[src/rtl/clkdiv_table_pkg.sv]
package clkdiv_table_pkg;
  localparam int DATA_W    = 32;
  localparam int NUM_MAIN  = 4;
  localparam int MAIN_FW   = 4;
  localparam int DISP_FW   = 5;
  localparam int DISP_POS  = NUM_MAIN * MAIN_FW;
  localparam int HALF_BIT  = 21;
  localparam int CE_BIT    = 22;
  localparam int REG_W     = CE_BIT + 1;
  localparam int NUM_OUT   = NUM_MAIN + 1;
  localparam int TBL_LEN   = 10;
  localparam int MAX_RATIO = 32;
  localparam int RATIO_W   = $clog2(MAX_RATIO + 1);

  // entries alternate 2<<k / 3<<k after the leading 1
  function automatic logic [RATIO_W-1:0] ratio_of(input logic [7:0] idx);
    int k;
    if (idx == 8'd0) return RATIO_W'(1);
    if (idx >= 8'(TBL_LEN)) return RATIO_W'(MAX_RATIO);
    k = (int'(idx) - 1) >> 1;
    if (idx[0]) return RATIO_W'(2 << k);
    return RATIO_W'(3 << k);
  endfunction
endpackage

[src/rtl/clkdiv_ctrl_reg.sv]
module clkdiv_ctrl_reg #(
  parameter int DATA_W = 32,
  parameter int REG_W  = 23
) (
  input  logic              clk_i,
  input  logic              rst_ni,
  input  logic              wr_en_i,
  input  logic [DATA_W-1:0] wr_data_i,
  output logic [REG_W-1:0]  ctrl_o
);
  logic [REG_W-1:0] ctrl_q;

  always_ff @(posedge clk_i or negedge rst_ni) begin
    if (!rst_ni)      ctrl_q <= '0;
    else if (wr_en_i) ctrl_q <= wr_data_i[REG_W-1:0];
  end

  assign ctrl_o = ctrl_q;

  logic unused_hi;
  assign unused_hi = ^wr_data_i[DATA_W-1:REG_W];
endmodule

[src/rtl/clkdiv_half_gen.sv]
module clkdiv_half_gen (
  input  logic clk_i,
  input  logic rst_ni,
  input  logic sel_i,
  output logic tick_o
);
  logic ph_q;

  always_ff @(posedge clk_i or negedge rst_ni) begin
    if (!rst_ni) ph_q <= 1'b0;
    else         ph_q <= ~ph_q;
  end

  assign tick_o = ~sel_i | ph_q;
endmodule

[src/rtl/clkdiv_lane.sv]
module clkdiv_lane
  import clkdiv_table_pkg::*;
#(
  parameter int FIELD_W = 4
) (
  input  logic               clk_i,
  input  logic               rst_ni,
  input  logic               tick_i,
  input  logic               ce_i,
  input  logic [FIELD_W-1:0] field_i,
  output logic               en_o,
  output logic [RATIO_W-1:0] ratio_o
);
  logic [RATIO_W-1:0] act_q, cnt_q, next_ratio;
  logic               term;

  assign next_ratio = ratio_of(8'(field_i));
  assign term       = (cnt_q == act_q - RATIO_W'(1));

  always_ff @(posedge clk_i or negedge rst_ni) begin
    if (!rst_ni) begin
      act_q <= RATIO_W'(1);
      cnt_q <= '0;
    end else if (tick_i) begin
      if (term) begin
        cnt_q <= '0;
        if (ce_i) act_q <= next_ratio;
      end else begin
        cnt_q <= cnt_q + RATIO_W'(1);
      end
    end
  end

  assign en_o    = tick_i & term;
  assign ratio_o = act_q;
endmodule

[src/rtl/clkdiv_table.sv]
module clkdiv_table
  import clkdiv_table_pkg::*;
(
  input  logic              clk_i,
  input  logic              rst_ni,
  input  logic              wr_en_i,
  input  logic [DATA_W-1:0] wr_data_i,
  output logic [DATA_W-1:0] ctrl_o,
  output logic [NUM_OUT-1:0] div_en_o
);
  logic [REG_W-1:0]           ctrl_q;
  logic                       disp_tick;
  logic [NUM_OUT*RATIO_W-1:0] act_all;

  clkdiv_ctrl_reg #(.DATA_W(DATA_W), .REG_W(REG_W)) u_reg (
    .clk_i     (clk_i),
    .rst_ni    (rst_ni),
    .wr_en_i   (wr_en_i),
    .wr_data_i (wr_data_i),
    .ctrl_o    (ctrl_q)
  );

  assign ctrl_o = DATA_W'(ctrl_q);

  clkdiv_half_gen u_half (
    .clk_i  (clk_i),
    .rst_ni (rst_ni),
    .sel_i  (ctrl_q[HALF_BIT]),
    .tick_o (disp_tick)
  );

  for (genvar g = 0; g < NUM_MAIN; g++) begin : g_main
    clkdiv_lane #(.FIELD_W(MAIN_FW)) u_lane (
      .clk_i   (clk_i),
      .rst_ni  (rst_ni),
      .tick_i  (1'b1),
      .ce_i    (ctrl_q[CE_BIT]),
      .field_i (ctrl_q[g*MAIN_FW +: MAIN_FW]),
      .en_o    (div_en_o[g]),
      .ratio_o (act_all[g*RATIO_W +: RATIO_W])
    );
  end

  clkdiv_lane #(.FIELD_W(DISP_FW)) u_disp (
    .clk_i   (clk_i),
    .rst_ni  (rst_ni),
    .tick_i  (disp_tick),
    .ce_i    (ctrl_q[CE_BIT]),
    .field_i (ctrl_q[DISP_POS +: DISP_FW]),
    .en_o    (div_en_o[NUM_MAIN]),
    .ratio_o (act_all[NUM_MAIN*RATIO_W +: RATIO_W])
  );
endmodule

[config.mk]
export PLATFORM = sky130hd
export DESIGN_NAME = clkdiv_table
export DESIGN_NICKNAME = d
export VERILOG_FILES = /design/src/rtl/clkdiv_table_pkg.sv /design/src/rtl/clkdiv_ctrl_reg.sv /design/src/rtl/clkdiv_half_gen.sv /design/src/rtl/clkdiv_lane.sv /design/src/rtl/clkdiv_table.sv
export SDC_FILE = /design/constraint.sdc
export NUM_CORES = 1
export LEC_CHECK = 0
export ABC_AREA = 1
export ABC_CLOCK_PERIOD_IN_PS = 5700
export BUFFER_PORTS_ARGS = -buffer_cell sky130_fd_sc_hd__buf_4
export CORE_ASPECT_RATIO = 2
export CORE_MARGIN = 3
export CORE_UTILIZATION = 60
export DETAILED_ROUTE_END_ITERATION = 8
export PLACE_DENSITY = 0.82
export REMOVE_ABC_BUFFERS = 1
export SLEW_MARGIN = 20
export SYNTH_ARGS = -nofsm -noshare
export SYNTH_HDL_FRONTEND = slang
export SYNTH_SLANG_ARGS = --single-unit
[constraint.sdc]
create_clock -name clk_i -period 5.7 [get_ports clk_i]
set_clock_uncertainty 0.05 [all_clocks]
set_input_delay 1.425 -clock clk_i [delete_from_list [all_inputs] [get_ports clk_i]]
set_output_delay 1.425 -clock clk_i [all_outputs]
set_load 0.01 [all_outputs]
Word level (Yosys, flattened, before mapping). Index checks and enable logic that the tools add are counted.

Register bits after elaboration: 84. Input bits: 35. Output and inout bits: 37. Logic and storage cells: 126.

Add/subtract/negate cells: 15. $lt $le $gt $ge: 5. Equal/unequal tests: 5. Shift operators: 10. Multiplexer cells: 65. Bitwise logic cells: 4. Reduce and logical (&&, ||, !) cells: 10.

Operator list (count): 2-bit by 31-bit << shifter with 6-bit output, first input constant (10); 6-bit two-way mux (35); 6-bit by 1-bit adder with 6-bit output, second input constant (5); 6-bit == test (5); 1-bit two-way mux (30); 6-bit by 1-bit subtractor with 6-bit output, second input constant (5); 4-bit by 1-bit subtractor with 5-bit output, second input constant (4); 4-bit greater-or-equal comparator, second input constant (4); 4-bit zero test (4); 2-bit AND reduction (4); 5-bit by 1-bit subtractor with 6-bit output, second input constant (1); 5-bit by 4-bit greater-or-equal comparator with 1-bit output, second input constant (1); 5-bit zero test (1); 3-bit AND reduction (1); 1-bit NOT (2); 1-bit AND (1); 1-bit bitwise OR (1).

Depth between registers and ports, before layout.
Word-level depth: 8. Gate-level depth with buffers: 13. Mapped depth without buffers: 13.

Hierarchy. Synthesis repeated with hierarchy kept, for this count alone.

Cells, all modules: 957. Area, all modules: 6342.3 µm².

By module, submodules not included: clkdiv_lane (g_main[0].u_lane ...) (instances 4, cells each 168, area an instance 1064.8 µm², seq. area each 301.5 µm²); clkdiv_lane (u_disp) (instances 1, cells each 174, area an instance 1097.3 µm², seq. area each 301.5 µm²); clkdiv_ctrl_reg (instances 1, cells each 97, area an instance 875.8 µm², seq. area each 575.6 µm²); clkdiv_table (instances 1, cells each 11, area an instance 75.1 µm², seq. area each 0.0 µm²); clkdiv_half_gen (instances 1, cells each 3, area an instance 35.0 µm², seq. area each 25.0 µm²).

Worst setup path before layout. OpenSTA, ideal clock, no wires.

Path kind: reg2out. Start: reg g_main[3].u_lane.act_q[0]. End: out div_en_o[3]. Data arrival time: 1.784 ns. Required time: 4.225 ns. Path slack: 2.441 ns. Stages on the path, launching flop included: 11. Path buffers: 2. Cells stage by stage: dfstp_2 -> inv_1 -> ha_1 -> xor2_1 -> nand2_1 -> nor2_1 -> nand2_1 -> nor2_4 -> and2_1 -> buf_4 -> buf_4.

Word-level cells in the longest chain between the ends: 2.

RTL lines: from (decl) (line clkdiv_lane.sv:14) `logic [RATIO_W-1:0] act_q, cnt_q, next_ratio;`; from (signal assigned) (line clkdiv_lane.sv:27) `if (ce_i) act_q <= next_ratio;`; 6-bit by 1-bit subtractor with 6-bit output (line clkdiv_lane.sv:18) `assign term = (cnt_q == act_q - RATIO_W'(1));`; 6-bit == test (line clkdiv_lane.sv:18); to (decl) (line clkdiv_table.sv:9) `output logic [NUM_OUT-1:0] div_en_o`.

No other way between the ends.

Worst setup path after layout.
Start: reg g_main[0].u_lane.act_q[0]. End: out div_en_o[0].

Word-level cells in the longest chain between the ends: 2.

RTL lines (line): from (decl) (clkdiv_lane.sv:14); from (signal assigned) (clkdiv_lane.sv:27); 6-bit by 1-bit subtractor with 6-bit output (clkdiv_lane.sv:18); 6-bit == test (clkdiv_lane.sv:18).

No other way between the ends.

==> impl_metrics.env <==
export IMPL_cp_buffers_inverters=2
export IMPL_hold_violations=0
export IMPL_htree_levels=3
export IMPL_drc=0
export IMPL_max_stage_delay_ps=580
export IMPL_grt_total_usage_pct=23.7
export IMPL_yosysWarnings=0
export IMPL_worstPathRequired_ps=4220
export IMPL_rows=49
export IMPL_overflow=0
export IMPL_hp_start="u_half.ph_q"
export IMPL_clock_sinks=84
export IMPL_die_w_um=74.8
export IMPL_nets=928
export IMPL_first_pass_iters=5
export IMPL_antenna_left=0
export IMPL_synthTopCellsByCount="nand2_1, nor2_1, inv_1"
export IMPL_synthCells=824
export IMPL_globalplace_congestion=0.889
export IMPL_setup_viol=0
export IMPL_hold_class="reg -> reg"
export IMPL_root_buffer="clkbuf_16"
export IMPL_cts_tree="yes"
export IMPL_dp_hpwl_um=8870
export IMPL_r2r_end="g_main[0].u_lane.ratio_o[2]"
export IMPL_antenna_found_initial=0
export IMPL_path_max_fanout=14
export IMPL_whs_ps=363
export IMPL_cts_buffers=9
export IMPL_status="completed"
export IMPL_r2r_slack_ps=3130
export IMPL_wl_per_cell_um=12.2
export IMPL_dieArea_um2=10700
export IMPL_cp_data_arrival_time_ps=2490
export IMPL_avgSynthCellArea_um2=6.90
export IMPL_place_port_buffers=53
export IMPL_first_iter_violations=214
export IMPL_synth_area_leaders="dfrtp_1, nand2_1, nor2_1"
export IMPL_tightest_slew_ps=766
export IMPL_clk_latency_ps=340
export IMPL_cp_top_family="simple AND/OR/NAND/NOR gates"
export IMPL_die_h_um=144
export IMPL_ys_ff_latch=84
export IMPL_synth_main_ff_cell="dfrtp_1"
export IMPL_hold_path_endpoint="u_half.ph_q"
export IMPL_cts_resized=0
export IMPL_grt_pass1_wl_um=20100
export IMPL_worst_setup_path_type="reg -> out"
export IMPL_drive_gt1_share_pct=10.7
export IMPL_cts_buffer_depth=2
export IMPL_routed_wl_um=11900
export IMPL_finalCritPeriodShare_pct=69.6
export IMPL_async_flop_share_pct=100
export IMPL_regToRegStartpoint="g_main[0].u_lane.ratio_o[0]"
export IMPL_cp_start_kind="flip-flop"
export IMPL_p_per_area_nw_per_um2=259
export IMPL_fin_crit_ps=3970
export IMPL_grt_pass1_vias=4934
export IMPL_initial_utilization_pct=62.2
export IMPL_ys_seq_area_share_pct=37.1
export IMPL_synth_most_common_cell="nand2_1"
export IMPL_yosysTopAreaCellShare_pct=34.8
export IMPL_synth_cell_type_count=30
export IMPL_syn_area_um2=5680
export IMPL_grt_max_degree=85
export IMPL_num_vias=5144
export IMPL_grt_setup_unrepaired="false"
export IMPL_whs_path_depth=1
export IMPL_cp_cell_sequence="inv_1 -> ha_1 -> xor2_1 -> nand2_1 -> nor2_1 -> nand3_1 -> nor2_2 -> buf_4"
export IMPL_leakagePower_nw=3.51
export IMPL_io_pins=72
export IMPL_syn2layout_area_growth_pct=12.2
export IMPL_vdd_drop_max_v=0.000226
export IMPL_synth_edf_count=0
export IMPL_fin_cells=975
export IMPL_r2r_cells=10
export IMPL_dp_cells=960
export IMPL_drv_slew=0
export IMPL_tns_ps=0
export IMPL_via_per_inst=5.28
export IMPL_path_clk_slew_ps=60
export IMPL_max_freq_mhz=252
export IMPL_relSlewSlack_pct=49.0
export IMPL_worst_path_max_delay_cell="dfstp_2"
export IMPL_antenna_cells=0
export IMPL_drv_cap=0
export IMPL_core_region_area_um2=9140
export IMPL_worstSetupEndpointType="primary output"
export IMPL_postCtsSetupBuffers=0
export IMPL_yosys_area_top_type="dfrtp_1"
export IMPL_ctsHoldBuffers=0
## routing by layer
metal / track usage (%) / share of wire (%)
met1: 23.7 / 38
met2: 44.6 / 55
met3: 5.11 / 3.5
met4: 10.5 / 2.7
met5: 0 / 0
## cell type report
type / count / area [µm²]
sequential: 84 / 2110
timing repair buffer: 54 / 409
clock inverter: 1 / 30.0
multi-input combinational: 614 / 3030
fill: 763 / 2760
inverter: 106 / 398
clock buffer: 14 / 274
tap: 102 / 128
## where the power goes
part	switching, mW	internal [mW]	leakage [nW]
combinational	0.232	0.141	2.32
sequential	0.0440	0.637	1.04
clock	0.222	0.373	0.149
total	0.498	1.15	3.51
## registers in the layout, indices dropped and copies added, names as in the netlist
signal                 count
u_disp.ratio_o             6
u_reg.ctrl_o              23
u_half.ph_q                1
g_main.u_lane.ratio_o     24
u_disp.cnt_q               6
g_main.u_lane.cnt_q       24
## metrics by stage
stage | worst slack (ps) | total power, mW | cell area, µm² | util [%]
finish | 1730 | 1.65 | 6370 | 69.8
global route | 1520 | 1.75 | 6370 | 69.8
CTS | 1740 | 1.66 | 6370 | 69.7
detailed placement | 2140 | 1.06 | 6070 | 66.4
global placement | 2200 | 1.04 | 6070 | 66.4
floorplan | 2530 | 0.943 | 5530 | -
## how the worst max path moves through the flow
stage	startpoint	end	slack (ps)	depth (start not counted)
after floorplan	g_main[3].u_lane.ratio_o[0]	div_en_o[3]	2530	8
after global placement	g_main[0].u_lane.ratio_o[0]	div_en_o[0]	2200	8
after detailed placement	g_main[0].u_lane.ratio_o[0]	div_en_o[0]	2140	8
after CTS	g_main[0].u_lane.ratio_o[0]	div_en_o[0]	1740	8
after global routing	g_main[0].u_lane.ratio_o[0]	div_en_o[0]	1520	8
final	g_main[0].u_lane.ratio_o[0]	div_en_o[0]	1730	8
## worst reg2reg max path, cell delays in order, from the launching register on
cell,delay [ps]
dfstp_2,580
inv_1,100
ha_1,330
xor2_1,170
nand2_1,70
nor2_1,120
nand3_1,90
nor2_2,470
nand2_1,290
nand2_1,130
nand2_1,60
## logic make-up (layout without fill, tap and decap cells)
group	Yosys count	after routing	synth area share, %
XOR/XNOR	33	33	5.09
flip-flops	84	84	37.1
other	1	9	0.0660
adder cells (fa/ha/maj)	24	24	5.28
multiplexers	3	3	0.594
AND/OR/NAND/NOR	500	500	37.6
AO/OA/AOI/OAI	45	45	4.05
buffers and inverters	134	175	10.2
## cell usage in the layout (no fill, tap or decap), drive strengths merged, types with 3 or more instances in the layout
master  synthesis  final
a21oi          10     10
and2            3      3
buf            19     54
clkbuf          9     14
conb            1      9
dfrtp          79     79
dfstp           5      5
ha             24     24
inv           105    105
mux2            3      3
nand2         268    268
nand3          81     81
nand3b          5      5
nand4          24     24
nor2          111    111
nor3            6      6
o21ai          33     33
xnor2           9      9
xor2           24     24
Note: power is estimated with default switching activity, not from simulation.
